<file path="src/rtl/mts_pkg.sv">
package mts_pkg;
  localparam int LANES    = 2;
  localparam int OP_BYTES = 4;

  typedef struct packed {
    logic [2:0] off;   // word offset from the 4-byte group base
    logic [1:0] en;    // active-high lane enables, bit1 = upper lane
    logic       last;
  } cyc_t;

  function automatic cyc_t mk_cyc(logic [2:0] off, logic [1:0] en, logic last);
    cyc_t c;
    c.off  = off;
    c.en   = en;
    c.last = last;
    return c;
  endfunction
endpackage

</file>
<file path="src/rtl/mts_plan.sv">
module mts_plan
  import mts_pkg::*;
(
  input  logic [1:0] size_i,
  input  logic [1:0] lo_i,
  input  logic [1:0] idx_i,
  output cyc_t       cyc_o
);
  always_comb begin
    cyc_o = mk_cyc(3'd0, 2'b00, 1'b1);
    unique case (size_i)
      2'd0: cyc_o = mk_cyc({1'b0, lo_i[1], 1'b0}, lo_i[0] ? 2'b10 : 2'b01, 1'b1);
      2'd1: begin
        unique case (lo_i)
          2'd0: cyc_o = mk_cyc(3'd0, 2'b11, 1'b1);
          2'd2: cyc_o = mk_cyc(3'd2, 2'b11, 1'b1);
          2'd1: cyc_o = (idx_i == 2'd0) ? mk_cyc(3'd0, 2'b10, 1'b0)
                                        : mk_cyc(3'd2, 2'b01, 1'b1);
          default: cyc_o = (idx_i == 2'd0) ? mk_cyc(3'd4, 2'b01, 1'b0)
                                           : mk_cyc(3'd2, 2'b10, 1'b1);
        endcase
      end
      default: begin
        // upper group first, lowest byte last
        unique case (lo_i)
          2'd0: cyc_o = (idx_i == 2'd0) ? mk_cyc(3'd0, 2'b11, 1'b0)
                                        : mk_cyc(3'd2, 2'b11, 1'b1);
          2'd1: begin
            if (idx_i == 2'd0)      cyc_o = mk_cyc(3'd4, 2'b01, 1'b0);
            else if (idx_i == 2'd1) cyc_o = mk_cyc(3'd0, 2'b10, 1'b0);
            else                    cyc_o = mk_cyc(3'd2, 2'b11, 1'b1);
          end
          2'd2: cyc_o = (idx_i == 2'd0) ? mk_cyc(3'd4, 2'b11, 1'b0)
                                        : mk_cyc(3'd2, 2'b11, 1'b1);
          default: begin
            if (idx_i == 2'd0)      cyc_o = mk_cyc(3'd4, 2'b11, 1'b0);
            else if (idx_i == 2'd1) cyc_o = mk_cyc(3'd6, 2'b01, 1'b0);
            else                    cyc_o = mk_cyc(3'd2, 2'b10, 1'b1);
          end
        endcase
      end
    endcase
  end
endmodule

</file>
<file path="src/rtl/mts_lanes.sv">
module mts_lanes
  import mts_pkg::*;
(
  input  logic [2:0]                off_i,
  input  logic [LANES-1:0]          en_i,
  input  logic [1:0]                lo_i,
  input  logic [8*OP_BYTES-1:0]     wdata_i,
  output logic [8*LANES-1:0]        wdata_o,
  output logic [LANES-1:0][1:0]     byte_idx_o
);
  for (genvar g = 0; g < LANES; g++) begin : g_lane
    logic [2:0] k;
    // operand byte = word offset + lane - start offset
    assign k             = off_i + 3'(g) - {1'b0, lo_i};
    assign byte_idx_o[g] = k[1:0];
    assign wdata_o[8*g +: 8] = en_i[g] ? wdata_i[8*k[1:0] +: 8] : 8'h00;
  end
endmodule

</file>
<file path="src/rtl/mts_splitter.sv">
module mts_splitter
  import mts_pkg::*;
#(
  parameter int AW = 32
) (
  input  logic          clk_i,
  input  logic          rst_ni,
  input  logic          req_valid_i,
  output logic          req_ready_o,
  input  logic          req_we_i,
  input  logic [1:0]    req_size_i,
  input  logic [AW-1:0] req_addr_i,
  input  logic [31:0]   req_wdata_i,
  output logic          bus_valid_o,
  output logic          bus_we_o,
  output logic [AW-1:0] bus_addr_o,
  output logic [1:0]    bus_be_no,
  output logic [15:0]   bus_wdata_o,
  input  logic [15:0]   bus_rdata_i,
  input  logic          bus_ack_i,
  output logic          done_o,
  output logic [31:0]   rdata_o
);
  localparam int OPW = 8 * OP_BYTES;

  logic              busy_q, we_q, done_q;
  logic [1:0]        idx_q, size_q;
  logic [AW-1:0]     addr_q;
  logic [OPW-1:0]    wdata_q, asm_q;
  cyc_t              cyc;
  logic [15:0]       lane_w;
  logic [LANES-1:0][1:0] lane_idx;

  mts_plan u_plan (
    .size_i (size_q),
    .lo_i   (addr_q[1:0]),
    .idx_i  (idx_q),
    .cyc_o  (cyc)
  );

  mts_lanes u_lanes (
    .off_i      (cyc.off),
    .en_i       (cyc.en),
    .lo_i       (addr_q[1:0]),
    .wdata_i    (wdata_q),
    .wdata_o    (lane_w),
    .byte_idx_o (lane_idx)
  );

  always_ff @(posedge clk_i or negedge rst_ni) begin
    if (!rst_ni) begin
      busy_q  <= 1'b0;
      we_q    <= 1'b0;
      done_q  <= 1'b0;
      idx_q   <= '0;
      size_q  <= '0;
      addr_q  <= '0;
      wdata_q <= '0;
      asm_q   <= '0;
    end else begin
      done_q <= 1'b0;
      if (!busy_q) begin
        if (req_valid_i) begin
          busy_q  <= 1'b1;
          idx_q   <= '0;
          we_q    <= req_we_i;
          size_q  <= (req_size_i == 2'd3) ? 2'd2 : req_size_i;
          addr_q  <= req_addr_i;
          wdata_q <= req_wdata_i;
          asm_q   <= '0;
        end
      end else if (bus_ack_i) begin
        if (!we_q) begin
          for (int g = 0; g < LANES; g++) begin
            if (cyc.en[g]) asm_q[8*lane_idx[g] +: 8] <= bus_rdata_i[8*g +: 8];
          end
        end
        if (cyc.last) begin
          busy_q <= 1'b0;
          done_q <= 1'b1;
        end else begin
          idx_q <= idx_q + 2'd1;
        end
      end
    end
  end

  assign req_ready_o = !busy_q;
  assign bus_valid_o = busy_q;
  assign bus_we_o    = busy_q && we_q;
  assign bus_addr_o  = {addr_q[AW-1:2], 2'b00} + AW'(cyc.off);
  assign bus_be_no   = busy_q ? ~cyc.en : 2'b11;
  assign bus_wdata_o = (busy_q && we_q) ? lane_w : 16'h0000;
  assign done_o      = done_q;
  assign rdata_o     = asm_q;

  p_be_active_r2: assert property (@(posedge clk_i) disable iff (!rst_ni)
    bus_valid_o |-> bus_be_no != 2'b11);
  p_even_addr_r2: assert property (@(posedge clk_i) disable iff (!rst_ni)
    bus_valid_o |-> !bus_addr_o[0]);
  p_lane_zero_r7: assert property (@(posedge clk_i) disable iff (!rst_ni)
    (bus_valid_o && bus_we_o && bus_be_no[0]) |-> bus_wdata_o[7:0] == 8'h00);
  p_hold_r9: assert property (@(posedge clk_i) disable iff (!rst_ni)
    (bus_valid_o && !bus_ack_i) |=> (bus_valid_o && $stable(bus_addr_o)
                                     && $stable(bus_be_no) && $stable(bus_wdata_o)));
  p_done_pulse_r10: assert property (@(posedge clk_i) disable iff (!rst_ni)
    done_o |=> !done_o);
  p_done_after_ack_r10: assert property (@(posedge clk_i) disable iff (!rst_ni)
    $rose(done_o) |-> $past(bus_valid_o && bus_ack_i));
  p_busy_not_ready_r10: assert property (@(posedge clk_i) disable iff (!rst_ni)
    bus_valid_o |-> !req_ready_o);
endmodule

</file>
<file path="config.mk">
export PLATFORM = sky130hd
export DESIGN_NAME = mts_splitter
export DESIGN_NICKNAME = d
export VERILOG_FILES = /design/src/rtl/mts_pkg.sv /design/src/rtl/mts_plan.sv /design/src/rtl/mts_lanes.sv /design/src/rtl/mts_splitter.sv
export SDC_FILE = /design/constraint.sdc
export NUM_CORES = 1
export LEC_CHECK = 0
export ABC_AREA = 0
export BUFFER_PORTS_ARGS = -buffer_cell sky130_fd_sc_hd__buf_4
export CORE_MARGIN = 2
export CORE_UTILIZATION = 40
export CTS_CLUSTER_SIZE = 16
export DETAILED_ROUTE_END_ITERATION = 8
export GPL_TIMING_DRIVEN = 0
export PLACE_DENSITY = 0.68
export SLEW_MARGIN = 25
export SYNTH_ARGS = -nofsm -noshare
export SYNTH_HDL_FRONTEND = slang
export SYNTH_SLANG_ARGS = --single-unit
</file>
<file path="constraint.sdc">
create_clock -name clk_i -period 3.6 [get_ports clk_i]
set_input_delay 0.18 -clock clk_i [delete_from_list [all_inputs] [get_ports clk_i]]
set_output_delay 0.18 -clock clk_i [all_outputs]
set_load 0.01 [all_outputs]
</file>
==> metrics.md, run 1 <==
| Metric | Value |
|---|---|
| Final core utilization | `53.8%` |
| RePlAce Congestion | `0.860` |
| Distinct cells, synth | `69` |
| Net count after synthesis | `849` |
| Cts bufs inserted | `9` |
| DP Cell Count | `between 1000 and 1500` |
| Clk Latency, worst-skew pair | `0.36 ns` |
| Wirelength, routed | `between 15000 and 20000 um` |
| Complex-gate fraction of the synthesized area | `17.6%` |
| Setup WS pre-CTS | `-0.501 ns` |
| Leak | `between 4 and 5 nW` |
| Post-synthesis cell area | `6470 um^2` |
| DR vias/cell | `5.37` |
| Initial antenna violation count | `0` |
| Diode count | `0` |
| Largest stage delay, worst path | `between 0.4 and 0.5 ns` |
| Most common cell after layout, fill and taps aside | `nand2_1` |
| Cell repeated most along the worst path | `ha_2` |
| Largest cells by area after synthesis | `dfrtp_1 40%, nand2_1 15%, xnor2_1 3.1%, mux4_2 2.8%, ha_1 2.7%` |
| DRC | `0` |
| Clk sinks | `just over 100` |
| Initial DRC count | `469` |
| Synth Flop Type | `dfrtp_1` |
| DP HPWL | `between 10000 and 15000 um` |
| CTS tree | `yes` |
| Final Non-Filler Cells | `1156` |
| Critical path peak fanout | `8` |
| PD cells | `around 900 nW/um^2` |
| Ys async rst share | `100%` |
| Post-synthesis cell count | `748` |
| Max-slew violation count | `0` |
| Setup Skew | `0.00883 ns` |
| Crit. End Element | `output pin` |
| Post-Syn Area per Cell | `8.65 um^2` |
| # hold bufs at CTS | `0` |
| PortBufs | `171` |
| Global-route wire length before repair | `~32000 um` |
| Routed Antenna Nets | `0` |
| CP Data Arrival Time | `3.25 ns` |
| Fin crit period | `3.43 ns` |
| Die Span Y | `131 um` |
| Worst EP required | `3.42 ns` |
| Post-synthesis mux area share | `under 10%` |
| Post-route setup slack | `0.165 ns` |
| Area occupied by registers | `2580 um^2` |
| Vias | `6210` |
| TNS Setup | `0 ns` |
| Simple-Gate Fraction of Synth Area | `26.3%` |
| Max IR drop VDD | `0.393 mV` |
| Status | `complete, but fails checks` |
| Worst min path class | `in -> async` |
| Most frequent cells in the layout | `258 x nand2_1, 177 x buf_4, 102 x dfrtp_1, 31 x nor2_1, 23 x xnor2_1` |
| Hold Vio Cnt, Final | `103` |
| Core area | `15800 um^2` |
| Yosys reg bits | `103` |
| Smallest hold slack | `-0.0703 ns` |
| Post-synth top area cell | `dfrtp_1` |
| Slowest-stage cell, CP | `nor4_4` |
| Clock root buffer | `clkbuf_16` |
| Critical Path, Cell by Cell | `inv_1 > ha_4 > and2_1 > o21ai_0 > a21oi_1 > o21bai_1 > ha_2 > ha_2 > and4_4 > nand3_4 > nor4_4 > nand3_1 > xnor2_1 > buf_4` |
| Area share of fa/ha/maj cells after synthesis | `2.71%` |
| Largest family of logic cells by synthesized area | `simple AND/OR/NAND/NOR gates` |
| Clock H-tree levels | `3` |
| Xor and xnor area share after synthesis | `3.79%` |
| Worst Tran Pin Value | `approximately 0.84 ns` |
| Layout cells sized above 1 | `28.9%` |
| Tcrit/Tclk final | `95.4%` |
| Site Rows | `46` |
| Crit Path Category | `reg -> out` |
| Area grow syn2layout | `31.5%` |
| Vias in the first global route | `roughly 6100` |
| DRT Pass-1 Iters | `4` |
| Die area | `about 17000 um^2` |
| Clock-pin slew on the worst setup and hold paths | `0.07 ns` |
| Violated checks | `hold timing` |
| Synth top area share | `between 30 and 40%` |
| Multi-input logic area | `3760 um^2` |
| Fillers | `around 1600` |
| EDFF count, synth | `0` |
| RSZ-0062 raised after global routing | `no` |
| Largest net degree at the start of global routing | `104` |
| # nets final | `roughly 1000` |
| WL/cell | `approximately 17 um` |
| Register area share after synthesis | `39.8%` |
| Total gr overflow | `0` |
| IO Count | `173` |
| Total global-route track usage | `23.4%` |
| Fmax | `291 MHz` |
| Worst reg-to-reg path cell count | `15` |
| Initial Util | `40.9%` |
| Max_slew headroom | `approximately 44%` |
| Startpoint types | `flip-flop` |
| Die width | `~130 um` |
| Maxcap violations | `0` |
| Yosys warnings | `0` |
| CTS max path bufs | `2` |
| Setup violators final | `0` |
Yosys cell counts, types with 5 or more instances:
cell,count
a211oi_1,15
a211oi_2,8
a21o_1,9
a21oi_1,19
a221oi_1,8
a22o_1,8
a22oi_1,10
a32o_1,6
and2_1,13
and3_1,15
buf_1,5
buf_2,9
buf_6,5
clkbuf_1,21
dfrtp_1,103
ha_1,14
inv_1,11
mux2_2,9
mux2i_1,8
mux4_2,8
nand2_1,260
nand3_1,16
nand4_1,5
nor2_1,32
nor3_2,5
o2111a_1,8
o21ai_0,21
o31ai_1,11
xnor2_1,23
xor2_1,5
kinds of logic (layout without fill, tap and decap cells):
kind of cell | Yosys count | in the layout
and+or+nand+nor | 380 | 380
DFF | 103 | 103
adders and majority gates | 14 | 14
AOI/OAI and AO/OA | 143 | 143
other | 1 | 1
xor gates and xnor gates | 28 | 28
buffers and inverters | 53 | 245
muxes | 26 | 26
final timing paths:
path	end	slack (ns)	start
min in group clk_i	wdata_q[12]	0.01	req_wdata_i[12]
hold / removal	wdata_q[28]	-0.07	rst_ni
max in group asynchronous	addr_q[0]	3.08	rst_ni
setup reg to reg	rdata_o[5]	0.33	idx_q[0]
hold reg to reg	addr_q[2]	0.49	addr_q[2]
setup / recovery	bus_addr_o[26]	0.17	idx_q[0]
worst max-delay path, delay by kind of cell, from the launching register on:
kind | cells | cell delay, ns
simple gates | 5 | 1.11
flops | 1 | 0.42
compound gates | 3 | 0.33
fa+ha+maj | 3 | 0.60
buf+inv | 2 | 0.27
xor+xnor | 1 | 0.18
sequential cells by signal (all words and copies together) (netlist names):
signal       cells
done_o           1
idx_q            2
bus_valid_o      1
wdata_q         32
addr_q          32
we_q             1
rdata_o         32
size_q           2
stage by stage:
stage / area [um^2] / total power [W]
after floorplan: 6470 / 0.00493
after global placement: 8030 / 0.00636
after detailed placement: 8030 / 0.00642
after CTS: 8400 / 0.00755
after global routing: 8520 / 0.00832
final: 8520 / 0.00773
per-layer routing:
layer,GRT usage [%],part of all wire [%]
met1,31.7,44
met2,37.6,47
met3,4.17,6.7
met4,8.51,2.4
met5,0,0
timing repair:
item | CTS | global route
pin swaps | 3 | 2
setup buffers | 2 | 4
endpoints found under the setup margin | 36 | 28
gates resized for setup | 12 | 21
area by class of cell:
type | instances | area share [%]
multi-input cells | 592 | 44.1
clock buffers | 12 | 3.01
plain buffers | 42 | 2.69
well taps | 216 | 3.17
clock inverters | 3 | 0.500
inverters | 11 | 0.529
flip-flops and latches | 103 | 30.3
repair buffers | 177 | 15.7
power by group:
group	internal, W	total [W]	leakage (nW)	switching [W]
clock	0.000573	0.00102	0.145	0.000444
combinational	0.00210	0.00464	2.66	0.00254
sequential	0.00162	0.00207	1.32	0.000449
Power figures use the tool's default switching activity.
==> inputs of run 2 (changes only) <==
Settings changed: CELL_PAD_IN_SITES_DETAIL_PLACEMENT set to 1, CELL_PAD_IN_SITES_GLOBAL_PLACEMENT set to 2, CORE_UTILIZATION 40 to 31, PLACE_DENSITY 0.68 to 0.85.
==> metrics.md, run 2 (same netlist as run 1, synthesis figures left out) <==
| Metric | Value |
|---|---|
| Leak | `4.20 nW (+1.9%)` |
| Wirelength, routed | `23200 um (+17%)` |
| Most common cell after layout, fill and taps aside | `nand2_1` |
| Startpoint types | `flip-flop` |
| PortBufs | `171 (unchanged)` |
| Fmax | `294 MHz (+0.84%)` |
| Vias | `6235 (+0.40%)` |
| Fin crit period | `3.41 ns (-0.0287 ns)` |
| Hold Vio Cnt, Final | `0 (-100%)` |
| Clock root buffer | `clkbuf_16` |
| Total power draw | `0.00793 W (+2.6%)` |
| DR vias/cell | `5.10 (-5.0%)` |
| TNS Setup | `0 ns (unchanged)` |
| Total global-route track usage | `21.1% (-2.2 points)` |
| Setup violators final | `0 (unchanged)` |
| PD cells | `911 nW/um^2 (+0.29%)` |
| IO Count | `173 (unchanged)` |
| Initial Util | `31.8% (-9.1 points)` |
| Area grow syn2layout | `34.6%` |
| Final core utilization | `42.8% (-11 points)` |
| Die area | `22100 um^2 (+28%)` |
| Site Rows | `52 (+13%)` |
| CTS tree | `yes` |
| WL/cell | `19.0 um (+10%)` |
| Max-slew violation count | `0 (unchanged)` |
| DP HPWL | `17400 um (+20%)` |
| Clk Latency, worst-skew pair | `0.36 ns (about the same)` |
| Smallest hold slack | `0.0133 ns (+0.0836 ns)` |
| Cts bufs inserted | `9 (unchanged)` |
| Setup Skew | `0.00897 ns (+0.000148 ns)` |
| Clock H-tree levels | `3 (unchanged)` |
| Vias in the first global route | `6460 (+5.8%)` |
| Initial DRC count | `282 (-40%)` |
| Worst min path class | `in -> reg` |
| RePlAce Congestion | `0.765 (-11%)` |
| Clk sinks | `103 (unchanged)` |
| Critical path peak fanout | `10 (+2)` |
| Max_slew headroom | `48.8% (+4.8 points)` |
| Clock-pin slew on the worst setup and hold paths | `0.08 ns (about the same)` |
| Most frequent cells in the layout | `260 x nand2_1, 183 x buf_4, 102 x dfrtp_1, 32 x nor2_1, 23 x xnor2_1` |
| Maxcap violations | `0 (unchanged)` |
| Largest net degree at the start of global routing | `59 (-43%)` |
| CTS max path bufs | `2 (unchanged)` |
| Initial antenna violation count | `0 (unchanged)` |
| Status | `finished, final reports clean` |
| Crit. End Element | `output pin` |
| # nets final | `1048 (+1.1%)` |
| Routed Antenna Nets | `0 (unchanged)` |
| Max IR drop VDD | `0.375 mV (-4.4%)` |
| Total gr overflow | `0 (unchanged)` |
| Core area | `20400 um^2 (+29%)` |
| DRT Pass-1 Iters | `4 (unchanged)` |
| Die Span Y | `149 um (+13%)` |
| Worst Tran Pin Value | `0.765 ns (-0.0747 ns)` |
| Setup WS pre-CTS | `-0.711 ns (-0.210 ns)` |
| Post-route setup slack | `0.194 ns (+0.0287 ns)` |
| Crit Path Category | `reg -> out` |
| DRC | `0 (unchanged)` |
| Worst EP required | `3.42 ns (about the same)` |
| Global-route wire length before repair | `36200 um (+12%)` |
| Die width | `149 um (+13%)` |
| Diode count | `0 (unchanged)` |
| RSZ-0062 raised after global routing | `no` |
| CP Data Arrival Time | `3.23 ns (-0.02 ns)` |
| Tcrit/Tclk final | `94.6% (-0.80 points)` |
| Layout cells sized above 1 | `29.2% (+0.27 points)` |
run 2: changes by cell type in the layout (fill, tap and decap cells not counted), sizes merged:
cell         change
clkbuf           -2
clkinvlp         +1
clkinv           +1
inv              +1
dlygate4sd3      +4
buf              +7
run 2: path summary, 6_finish.rpt:
| kind | startpoint | to | slack [ns] | depth (start not counted) |
|---|---|---|---|---|
| max in group asynchronous | rst_ni | rdata_o[30] | 2.61 | 3 |
| hold reg to reg | addr_q[2] | addr_q[2] | 0.49 | 2 |
| min in group asynchronous | rst_ni | addr_q[31] | 0.32 | 2 |
| setup reg to reg | idx_q[0] | rdata_o[6] | 0.27 | 15 |
| setup / recovery | idx_q[0] | bus_wdata_o[2] | 0.19 | 13 |
| hold / removal | req_addr_i[19] | addr_q[19] | 0.01 | 3 |
run 2: worst max-delay path, stage by stage (launching register included):
cell and delay (ns):
dfrtp_1 0.40, buf_4 0.15, ha_4 0.17, nand3b_1 0.13
a21oi_4 0.09, o21a_4 0.22, or2_1 0.25, buf_6 0.14
inv_1 0.12, ha_4 0.17, clkbuf_16 0.17, mux4_2 0.50
and3_1 0.21, buf_4 0.15
run 2: timing repair:
item / in CTS / in global routing
hold buffers: 4 / 0
gates resized for setup: 19 / 12
endpoints found under the hold margin: 48 / 0
setup endpoints to repair: 42 / 31
pin swaps: 4 / 4
setup buffers: 4 / 8
run 2: metal layers:
layer / wire (um) / GRT usage (%)
met5: 0 / 0
met4: 435 / 7.57
met3: 897 / 2.82
met2: 11100 / 34.2
met1: 10800 / 29.1
run 2: metrics by stage:
stage,area (um^2),std cells
6_report,8710,1222
5_1_grt,8710,1222
4_1_cts,8590,1214
3_5_place_dp,8130,1190
3_3_place_gp,8100,1189
2_1_floorplan,6470,748
run 2: report_power, final:
part / internal (W) / switching (W)
logic: 0.00217 / 0.00266
registers: 0.00162 / 0.000443
clock network: 0.000562 / 0.000475
total: 0.00435 / 0.00358
run 2: final cells by class:
| type | instances | area (um^2) |
|---|---|---|
| Buffer | 42 | 239 |
| Clock buffer | 10 | 239 |
| Clock inverter | 6 | 67.6 |
| Fill cell | 2399 | 11700 |
| Inverter | 11 | 45.0 |
| Multi-Input combinational cell | 592 | 3760 |
| Sequential cell | 103 | 2580 |
| Tap cell | 270 | 338 |
| Timing Repair Buffer | 188 | 1450 |
